### config.mk
export PLATFORM = sky130hd
export DESIGN_NAME = phy_mgmt_master
export DESIGN_NICKNAME = d
export VERILOG_FILES = /design/src/rtl/phy_mgmt_pkg.sv /design/src/rtl/mdc_tick_gen.sv /design/src/rtl/mgmt_frame_engine.sv /design/src/rtl/phy_mgmt_master.sv
export SDC_FILE = /design/constraint.sdc
export NUM_CORES = 1
export LEC_CHECK = 0
export ABC_AREA = 0
export BUFFER_PORTS_ARGS = -buffer_cell sky130_fd_sc_hd__buf_4
export CORE_MARGIN = 4
export CORE_UTILIZATION = 50
export CTS_BUF_LIST = sky130_fd_sc_hd__clkbuf_8 sky130_fd_sc_hd__clkbuf_16
export DETAILED_ROUTE_END_ITERATION = 6
export PLACE_DENSITY = 0.82
export SYNTH_ARGS = -nofsm -noshare
export SYNTH_HDL_FRONTEND = slang
export SYNTH_SLANG_ARGS = --single-unit
### constraint.sdc
create_clock -name clk -period 3.1 [get_ports clk]
set_input_delay 0.465 -clock clk [delete_from_list [all_inputs] [get_ports clk]]
set_output_delay 0.465 -clock clk [all_outputs]
set_load 0.005 [all_outputs]
### src/rtl/phy_mgmt_pkg.sv
package phy_mgmt_pkg;

    localparam int DATA_W     = 16;
    localparam int ADDR_W     = 5;
    localparam int PRE_BITS   = 32;
    localparam int FRAME_BITS = PRE_BITS + 2 + 2 + 2 * ADDR_W + 2 + DATA_W;
    localparam int TA_POS     = PRE_BITS + 4 + 2 * ADDR_W;
    localparam int DATA_POS   = TA_POS + 2;

    // status word bit positions that software decodes
    localparam int POS_RD     = 26;
    localparam int POS_RVALID = 27;
    localparam int POS_BUSY   = 28;
    localparam int POS_DONE   = 29;

    // packed so that it maps directly onto bits 26:0 of the command word
    typedef struct packed {
        logic              rd;
        logic [ADDR_W-1:0] reg_a;
        logic [ADDR_W-1:0] phy_a;
        logic [DATA_W-1:0] data;
    } mgmt_cmd_t;

    localparam int CMD_W = $bits(mgmt_cmd_t);

    function automatic logic [FRAME_BITS-1:0] build_frame(mgmt_cmd_t c);
        logic [1:0] op;
        logic [1:0] ta;
        op = c.rd ? 2'b10 : 2'b01;
        ta = c.rd ? 2'b11 : 2'b10;
        return {{PRE_BITS{1'b1}}, 2'b01, op, c.phy_a, c.reg_a, ta,
                (c.rd ? {DATA_W{1'b1}} : c.data)};
    endfunction

endpackage

### src/rtl/mdc_tick_gen.sv
module mdc_tick_gen #(
    parameter int HALF_DIV = 4
) (
    input  logic clk,
    input  logic rst,
    input  logic run,
    output logic tick
);
    localparam int CW = (HALF_DIV > 1) ? $clog2(HALF_DIV) : 1;
    localparam logic [CW-1:0] LIM = CW'(HALF_DIV - 1);

    logic [CW-1:0] cnt_q;

    assign tick = run && (cnt_q == LIM);

    always_ff @(posedge clk) begin
        if (rst || !run || tick) cnt_q <= '0;
        else                     cnt_q <= cnt_q + CW'(1);
    end
endmodule

### src/rtl/mgmt_frame_engine.sv
module mgmt_frame_engine
    import phy_mgmt_pkg::*;
(
    input  logic                  clk,
    input  logic                  rst,
    input  logic                  start,
    input  logic [FRAME_BITS-1:0] frame_in,
    input  logic                  rd_in,
    input  logic                  tick,
    input  logic                  mdio_in,
    output logic                  mdc,
    output logic                  mdio_out,
    output logic                  mdio_oe,
    output logic                  busy,
    output logic                  done,
    output logic [DATA_W-1:0]     rd_data
);
    localparam int IW = $clog2(FRAME_BITS);
    localparam logic [IW-1:0] LAST  = IW'(FRAME_BITS - 1);
    localparam logic [IW-1:0] TA_I  = IW'(TA_POS);
    localparam logic [IW-1:0] DAT_I = IW'(DATA_POS);

    logic                  busy_q, mdc_q, rd_q, oe_q;
    logic [FRAME_BITS-1:0] sh_q;
    logic [IW-1:0]         idx_q;
    logic [DATA_W-1:0]     cap_q;
    logic [IW-1:0]         idx_nx;

    assign idx_nx   = idx_q + IW'(1);
    assign done     = busy_q && tick && mdc_q && (idx_q == LAST);
    assign busy     = busy_q;
    assign mdc      = mdc_q;
    assign mdio_out = sh_q[FRAME_BITS-1];
    assign mdio_oe  = oe_q;
    assign rd_data  = cap_q;

    always_ff @(posedge clk) begin
        if (rst) begin
            busy_q <= 1'b0;
            mdc_q  <= 1'b0;
            rd_q   <= 1'b0;
            oe_q   <= 1'b0;
            sh_q   <= '0;
            idx_q  <= '0;
            cap_q  <= '0;
        end else if (start && !busy_q) begin
            busy_q <= 1'b1;
            mdc_q  <= 1'b0;
            sh_q   <= frame_in;
            idx_q  <= '0;
            rd_q   <= rd_in;
            oe_q   <= 1'b1;
        end else if (busy_q && tick) begin
            if (!mdc_q) begin
                mdc_q <= 1'b1;
                if (rd_q && idx_q >= DAT_I) cap_q <= {cap_q[DATA_W-2:0], mdio_in};
            end else begin
                mdc_q <= 1'b0;
                if (idx_q == LAST) begin
                    busy_q <= 1'b0;
                    oe_q   <= 1'b0;
                end else begin
                    idx_q <= idx_nx;
                    sh_q  <= {sh_q[FRAME_BITS-2:0], 1'b0};
                    oe_q  <= !(rd_q && idx_nx >= TA_I);
                end
            end
        end
    end
endmodule

### src/rtl/phy_mgmt_master.sv
module phy_mgmt_master
    import phy_mgmt_pkg::*;
#(
    parameter int HALF_DIV = 4
) (
    input  logic        clk,
    input  logic        rst,
    input  logic        reg_wr,
    input  logic [31:0] reg_wdata,
    output logic [31:0] cmd_rdata,
    input  logic        cause_clr,
    output logic [31:0] cause_rdata,
    output logic        mdc,
    output logic        mdio_out,
    output logic        mdio_oe,
    input  logic        mdio_in
);
    mgmt_cmd_t         cmd_q, cmd_new;
    logic              rvalid_q, cause_q;
    logic              tick, busy, done, accept;
    logic [DATA_W-1:0] rd_data;

    assign cmd_new = mgmt_cmd_t'(reg_wdata[CMD_W-1:0]);
    assign accept  = reg_wr && !busy;

    mdc_tick_gen #(.HALF_DIV(HALF_DIV)) i_tick (
        .clk (clk),
        .rst (rst),
        .run (busy),
        .tick(tick)
    );

    mgmt_frame_engine i_engine (
        .clk     (clk),
        .rst     (rst),
        .start   (accept),
        .frame_in(build_frame(cmd_new)),
        .rd_in   (cmd_new.rd),
        .tick    (tick),
        .mdio_in (mdio_in),
        .mdc     (mdc),
        .mdio_out(mdio_out),
        .mdio_oe (mdio_oe),
        .busy    (busy),
        .done    (done),
        .rd_data (rd_data)
    );

    always_ff @(posedge clk) begin
        if (rst) begin
            cmd_q    <= '0;
            rvalid_q <= 1'b0;
            cause_q  <= 1'b0;
        end else begin
            if (accept) begin
                cmd_q    <= cmd_new;
                rvalid_q <= 1'b0;
            end else if (done && cmd_q.rd) begin
                cmd_q.data <= rd_data;
                rvalid_q   <= 1'b1;
            end
            if (done)           cause_q <= 1'b1;
            else if (cause_clr) cause_q <= 1'b0;
        end
    end

    always_comb begin
        cmd_rdata                  = '0;
        cmd_rdata[CMD_W-1:0]       = cmd_q;
        cmd_rdata[POS_RVALID]      = rvalid_q;
        cmd_rdata[POS_BUSY]        = busy;
        cause_rdata                = '0;
        cause_rdata[POS_DONE]      = cause_q;
    end
endmodule

==> run metrics, run 1 <==
Post-CTS Setup Bufs=0; Post-Syn Area=0.00498 mm2; routed length per instance=between 10 and 15 um; TNS Setup=0 ns; via count=4181; asr flop ratio synth=0%; class of the worst hold path=in -> reg; row count=36; max frequency=0.445 GHz; register bit count reported by yosys=between 100 and 150; Critical Path RT=approximately 3.5 ns; worst-case clock buffer depth=2; worst vdd ir=306 uV; placer's final routability congestion estimate=0.788; remaining antenna violation count=0; DRT iter0 DRCs=375; share of cells above drive strength 1=between 15 and 20%; EDFF count, synth=0; Arr. time, crit path=2.68 ns; unrepaired setup endpoints after global routing=no; hpwl dp=6890 um; Synth warnings=0; grt ovf=0; Max-Cap Viols=0; Mapped Cells=601; Vias/cell=5.31; Sink Count=120; DRC errors left=0; CP max stage cell=o21ai_4; crit-path max FO=29; initial antenna violation count=0; Final Hold Violating Endpoints=0; Layout area overhead=19.3%; time the worst path needs with I/O delays and setup=2.25 ns; vias in the first global route=4022; Slew headroom=approximately 48%; Layout Utilization=61.1%; Core ar.=0.00973 mm2; ys flop type=dfxtp_1; die area=roughly 0.012 mm2; Die W=108 um; Period Utilization, post-route=72.5%; Final #Nets=683; design area=around 0.0059 mm2; cts hold-fix bufs=0; Startpoint Class=flip-flop; Ports=between 100 and 150; Static Leak=0.00238 uW; CP Class=reg -> reg; drt pass-1 iters=5; crit-path cells=ha_1 > nand3_1 > o21ai_4 > buf_4 > nor2_1 > nor3_1; status=finished, final reports clean; latest clock arrival within the worst-skew pair=between 0.5 and 0.6 ns; worst slew pin tran=0.781 ns; global-route wire length before repair=18100 um; Starting Density=51.2%; n_diodes=0; largest net degree at the start of global routing=69; Tot GR Track Use=19.3%; Placed Area=0.00536 mm2; Post-Route Skew=0.00782 ns; root buf cell=clkbuf_8; CTS H-tree depth=4; # setup viols final=0; final WL=10900 um; Largest stage delay, worst path=0.68 ns; syn_area_per_cell=8.29 um2; post-synth cell types=37; TritonCTS Buffers=17; Die H=108 um; input/output buffers=64; Fill cells=~780; Clk pin slew, worst setup/hold paths=0.06 ns; # resized after CTS=0; PwrDens=664 mW/mm2; Seq/Total Area, Yosys=48.2%; Pins Over Slew Limit=0; Setup crit end kind=flip-flop; CTS tree=built
[Yosys cell counts (all sizes together) (4+ instances only)]
cell type / count / area [um2]
a21oi: 19 / 95.1
nand2b: 4 / 25.0
nand2: 114 / 430
a311oi: 32 / 280
inv: 4 / 15.0
dfxtp: 120 / 2400
mux2i: 16 / 160
clkbuf: 28 / 105
nor3: 68 / 340
buf: 55 / 387
a31oi: 13 / 87.6
nor2: 96 / 360
[final cells by class]
class | instances | area, um2 | share of cell area (%)
multi-input cells | 427 | 2220 | 37.4
well taps | 133 | 166 | 2.80
flip-flops and latches | 120 | 2400 | 40.4
inverters | 4 | 15.0 | 0.252
repair buffers | 73 | 548 | 9.21
clock buffers | 19 | 442 | 7.43
clock inverters | 12 | 151 | 2.55
[routing by layer]
layer  wire length (um)  vias to the layer above  GRT usage, %
met4                257                        0          9.92
met3                712                       24          6.06
met5                  0                        -             0
li1                   -                     2055             -
met1               4520                     1957          22.7
met2               5400                      145          31.5
[report_power, final]
part / leakage, uW / switching [uW] / total, uW / internal [uW]
logic: 0.00111 / 175 / 312 / 137
registers: 0.000989 / 53.6 / 1690 / 1640
clock network: 0.000284 / 684 / 1940 / 1260
[per-stage QoR]
step	total power [uW]	setup WS [ns]	hold slack, ns	std cells
finish	3950	0.852	0.199	788
global route	4100	0.679	0.183	788
CTS	3970	0.865	0.193	788
detailed placement	2030	0.895	0.431	757
global placement	2010	0.967	0.416	757
floorplan	1940	1.41	0.407	634
[flip-flops by register name (all words and copies together), names as in the netlist]
register / flops
i_engine.sh_q: 64
cause_q: 1
i_tick.cnt_q: 2
rvalid_q: 1
i_engine.mdio_oe: 1
cmd_rdata: 27
i_engine.mdc: 1
i_engine.busy: 1
i_engine.idx_q: 6
i_engine.rd_data: 16
[cell families after synthesis]
logic type / synth area share, %
adders and majority gates: 0.753
DFF: 48.2
buffers and inverters: 10.2
muxes: 3.21
other: 0.0752
and+or+nand+nor: 25.3
AOI/OAI and AO/OA: 11.2
xor gates and xnor gates: 1.05
[placed cells by master, fill, tap and decap left out, drive strengths merged]
| master | synthesis | layout |
|---|---|---|
| a211oi | 2 | 2 |
| a21oi | 19 | 19 |
| a221o | 1 | 1 |
| a221oi | 2 | 2 |
| a311oi | 32 | 32 |
| a31o | 1 | 1 |
| a31oi | 13 | 13 |
| and2 | 1 | 1 |
| and3 | 2 | 2 |
| buf | 55 | 73 |
| bufinv | 0 | 3 |
| clkbuf | 28 | 19 |
| clkinv | 0 | 3 |
| clkinvlp | 0 | 4 |
| conb | 1 | 34 |
| dfxtp | 120 | 120 |
| ha | 3 | 3 |
| inv | 4 | 6 |
| mux2i | 16 | 16 |
| nand2 | 114 | 114 |
| nand2b | 4 | 4 |
| nand3 | 3 | 3 |
| nand4 | 2 | 2 |
| nor2 | 96 | 96 |
| nor2b | 1 | 1 |
| nor3 | 68 | 68 |
| nor4 | 1 | 1 |
| nor4b | 1 | 1 |
| nor4bb | 1 | 1 |
| o21ai | 3 | 3 |
| o41ai | 1 | 1 |
| xnor2 | 3 | 3 |
| xor2 | 3 | 3 |
[worst paths after layout]
check | start | end | slack (ns) | cells after the start
min | mdio_in | i_engine.rd_data[0]$_SDFFE_PP0P_ | 0.20 | 3
max | i_engine.idx_q[0]$_SDFFE_PP0P_ | i_engine.sh_q[59]$_SDFFE_PP0P_ | 0.85 | 6
min reg2reg | i_tick.cnt_q[0]$_SDFF_PP0_ | i_tick.cnt_q[0]$_SDFF_PP0_ | 0.44 | 1
max reg2reg | i_engine.idx_q[0]$_SDFFE_PP0P_ | i_engine.sh_q[59]$_SDFFE_PP0P_ | 0.85 | 6
[worst max-delay path: cells and delay by family, from the launching register on]
family	cells	cell delay, ns
and+or+nand+nor	3	0.47
adders and majority gates	1	0.25
DFF	1	0.40
buffers and inverters	1	0.35
AOI/OAI and AO/OA	1	0.68
Note: power is estimated with default switching activity, not from simulation.
==> run 2: changes to the inputs <==
--- a/config.mk
+++ b/config.mk
@@ -5,7 +5,7 @@
 export SDC_FILE = /design/constraint.sdc
 export NUM_CORES = 1
 export LEC_CHECK = 0
-export ABC_AREA = 0
+export ABC_AREA = 1
 export BUFFER_PORTS_ARGS = -buffer_cell sky130_fd_sc_hd__buf_4
 export CORE_MARGIN = 4
 export CORE_UTILIZATION = 50
==> constraint.sdc (replaced) <==
create_clock -name clk -period 2.21 [get_ports clk]
set_input_delay 0.3315 -clock clk [delete_from_list [all_inputs] [get_ports clk]]
set_output_delay 0.3315 -clock clk [all_outputs]
set_load 0.005 [all_outputs]
==> run 2 against run 1 <==
  * Clock power is 51% higher
  * Worst setup slack worse by 0.58 ns
  * Power is 48% higher
==> run metrics, run 2 <==
TNS Setup=0 ns (unchanged); Reg power frac=40.9% (-2.0 points); Synth Area in XOR/XNOR=0% (-1.1 points); Ports=104 (unchanged); die area=0.0119 mm2 (+2.0%); Top reg by flops=i_engine.sh_q; status=finished, final reports clean; post-synth cell types=33 (-11%); hpwl dp=7120 um (+3.3%); placer's final routability congestion estimate=0.850 (+7.8%); commonest non-fill, non-tap cells in the layout=nor2_1, dfxtp_1, nand2_1; largest cells by area after synthesis=dfxtp_1, nor2_1, o21ai_0; grt ovf=0 (unchanged); Critical Path RT=2.65 ns (-0.88 ns); input/output buffers=64 (unchanged); n_diodes=0 (unchanged); TritonCTS Buffers=17 (unchanged); Placed Area=0.00541 mm2 (+1.1%); Total Power=5850 uW (+48%); # resized after CTS=0 (unchanged); Max-Cap Viols=0 (unchanged); register bit count reported by yosys=120 (unchanged); Clock Power Share=49.9% (+0.7 points); reg-to-reg critical path endpoint=i_engine.sh_q[12]$_SDFFE_PP0P_; global-route wire length before repair=18300 um (+1.4%); Fill cells=854 (+10%); final WL=11000 um (+1.1%); worst reg2reg path depth=7 (+1); reg-to-reg slack, setup=0.27 ns (-0.58 ns); # setup viols final=0 (unchanged); CTS tree=built; simple-gate share of the synthesized area=21.7% (-3.6 points); Post-CTS Setup Bufs=0 (unchanged); row count=36 (unchanged); Post-Syn Area=0.00509 mm2 (+2.1%); CP Class=reg -> reg; CTS H-tree depth=4 (unchanged); crit path from=i_engine.busy$_SDFFE_PP0P_; DRC errors left=0 (unchanged); Die H=109 um (+0.97%); Arr. time, crit path=2.38 ns (-0.30 ns); Clk pin slew, worst setup/hold paths=0.06 ns (about the same); placed insts=826 (+9.1%); initial antenna violation count=0 (unchanged); r2r startpoint=i_engine.busy$_SDFFE_PP0P_; Synth warnings=0 (unchanged); max FFs per register=64 (unchanged); cts hold-fix bufs=0 (unchanged); Commonest cells post-synth=dfxtp_1, nor2_1, nand2_1; asr flop ratio synth=0% (unchanged); EDFF count, synth=0 (unchanged); via count=4326 (+3.5%); remaining antenna violation count=0 (unchanged); latest clock arrival within the worst-skew pair=0.51 ns (about the same); Setup crit end kind=flip-flop; Mapped Cells=667 (+11%); Seq/Total Area, Yosys=47.2% (-1.0 points); Period Utilization, post-route=87.8% (+15 points); Final #Nets=752 (+10%); share of cells above drive strength 1=18.1% (+1.1 points); post-synth top area share=47.2% (-1.0 points); area of the multi-input gates=0.00218 mm2 (-1.9%); Internal Dissipation=4530 uW (+49%); Tot GR Track Use=19.3% (about the same); drt pass-1 iters=5 (unchanged); Final WS setup=0.270 ns (-0.582 ns); Finished Layout Cells=857 (+8.8%); main combinational cell family by area after synthesis=simple AND/OR/NAND/NOR gates; Static Leak=0.00265 uW (+11%); Vias/cell=5.05 (-4.9%); worst vdd ir=548 uV (+79%); multiplexer share of the synthesized area=0% (-3.2 points); Post-Synth Adder-Cell Area=0.737% (-0.016 points); CP endpoint=i_engine.sh_q[12]$_SDFFE_PP0P_; Net Sw Frac=22.6% (-0.47 points); Sink Count=120 (unchanged); crit-path max FO=40 (+38%); Yosys top cell by area=dfxtp_1; post-synthesis compound-gate area fraction=17.9% (+6.7 points); max frequency=0.515 GHz (+16%); root buf cell=clkbuf_8; Sequential Area=0.00240 mm2 (unchanged); post-place setup slack=0.300 ns (-0.594 ns); time the worst path needs with I/O delays and setup=1.94 ns (-0.308 ns); routed length per instance=12.9 um (-7.1%); Post-Route Skew=0.00878 ns (+0.000958 ns); Core ar.=0.00986 mm2 (+1.4%); Pins Over Slew Limit=0 (unchanged); Die W=109 um (+0.97%); unrepaired setup endpoints after global routing=no; class of the worst hold path=in -> reg; Final Hold Violating Endpoints=0 (unchanged); syn_area_per_cell=7.63 um2 (-8.0%); Startpoint Class=flip-flop; worst-case clock buffer depth=2 (unchanged); Starting Density=51.6% (+0.36 points); Slew headroom=57.1% (+9.3 points); Sw Pwr=1330 uW (+45%); design area=0.00605 mm2 (+1.7%); PwrDens=967 mW/mm2 (+46%); ys flop type=dfxtp_1; DRT iter0 DRCs=215 (-43%); worst slew pin tran=0.643 ns (-0.138 ns); largest net degree at the start of global routing=79 (+14%); vias in the first global route=4154 (+3.3%); combinational share of power=9.2% (+1.3 points); Hold Path Depth=3 (unchanged); Layout area overhead=18.9%
-- run 2: metrics by stage --
step	hold WS [ns]	util, %
after floorplan	0.399	-
after global placement	0.407	54.9
after detailed placement	0.438	54.9
after CTS	0.0977	61.3
after global routing	0.117	61.3
final	0.102	61.3
-- run 2: final cells by class --
type	count	share of cell area [%]
tap	133	2.75
multi-input combinational	468	36.0
sequential	120	39.7
inverter	35	2.25
timing repair buffer	70	8.69
clock buffer	23	8.21
clock inverter	8	2.34
-- run 2: power groups by stage --
| stage | sequential, uW | clock [uW] | combinational [uW] |
|---|---|---|---|
| 6_report | 2390 | 2920 | 538 |
| 5_1_grt | 2410 | 3050 | 614 |
| 4_1_cts | 2390 | 2950 | 540 |
| 3_5_place_dp | 2430 | 0 | 534 |
| 3_3_place_gp | 2430 | 0 | 517 |
| 2_1_floorplan | 2420 | 0 | 414 |
-- run 2: layer usage --
metal / vias up / GRT usage, % / wire [um] / part of all wire [%]
met5: - / 0 / 0 / 0
met3: 29 / 5.15 / 522 / 4.7
li1: 2180 / - / - / -
met4: 0 / 8.84 / 238 / 2.2
met1: 1990 / 23.0 / 4660 / 42
met2: 127 / 32.3 / 5590 / 51
-- run 2: cells by family after synthesis --
logic type / count (synthesis)
flip-flops: 120
other: 1
buffers and inverters: 112
adder cells (fa/ha/maj): 3
AO/OA/AOI/OAI: 170
AND/OR/NAND/NOR: 261
-- run 2: critical path, stage by stage, from the launching register on --
cell and delay (ns):
dfxtp_1 0.36, inv_1 0.08, nand2_2 0.14, inv_2 0.52, nand2_1 0.37, nand3_1 0.18, nand2_1 0.06, a21oi_1 0.16
-- run 2: worst min path at each step --
stage | start | end | slack, ns
5_1_grt | reg_wdata[22] | cmd_rdata[22]$_SDFFE_PP0P_ | 0.12
3_3_place_gp | i_tick.cnt_q[0]$_SDFF_PP0_ | i_tick.cnt_q[0]$_SDFF_PP0_ | 0.41
3_5_place_dp | i_tick.cnt_q[0]$_SDFF_PP0_ | i_tick.cnt_q[0]$_SDFF_PP0_ | 0.44
2_1_floorplan | i_tick.cnt_q[0]$_SDFF_PP0_ | i_tick.cnt_q[0]$_SDFF_PP0_ | 0.40
4_1_cts | reg_wdata[22] | cmd_rdata[22]$_SDFFE_PP0P_ | 0.1
6_report | reg_wdata[22] | cmd_rdata[22]$_SDFFE_PP0P_ | 0.10
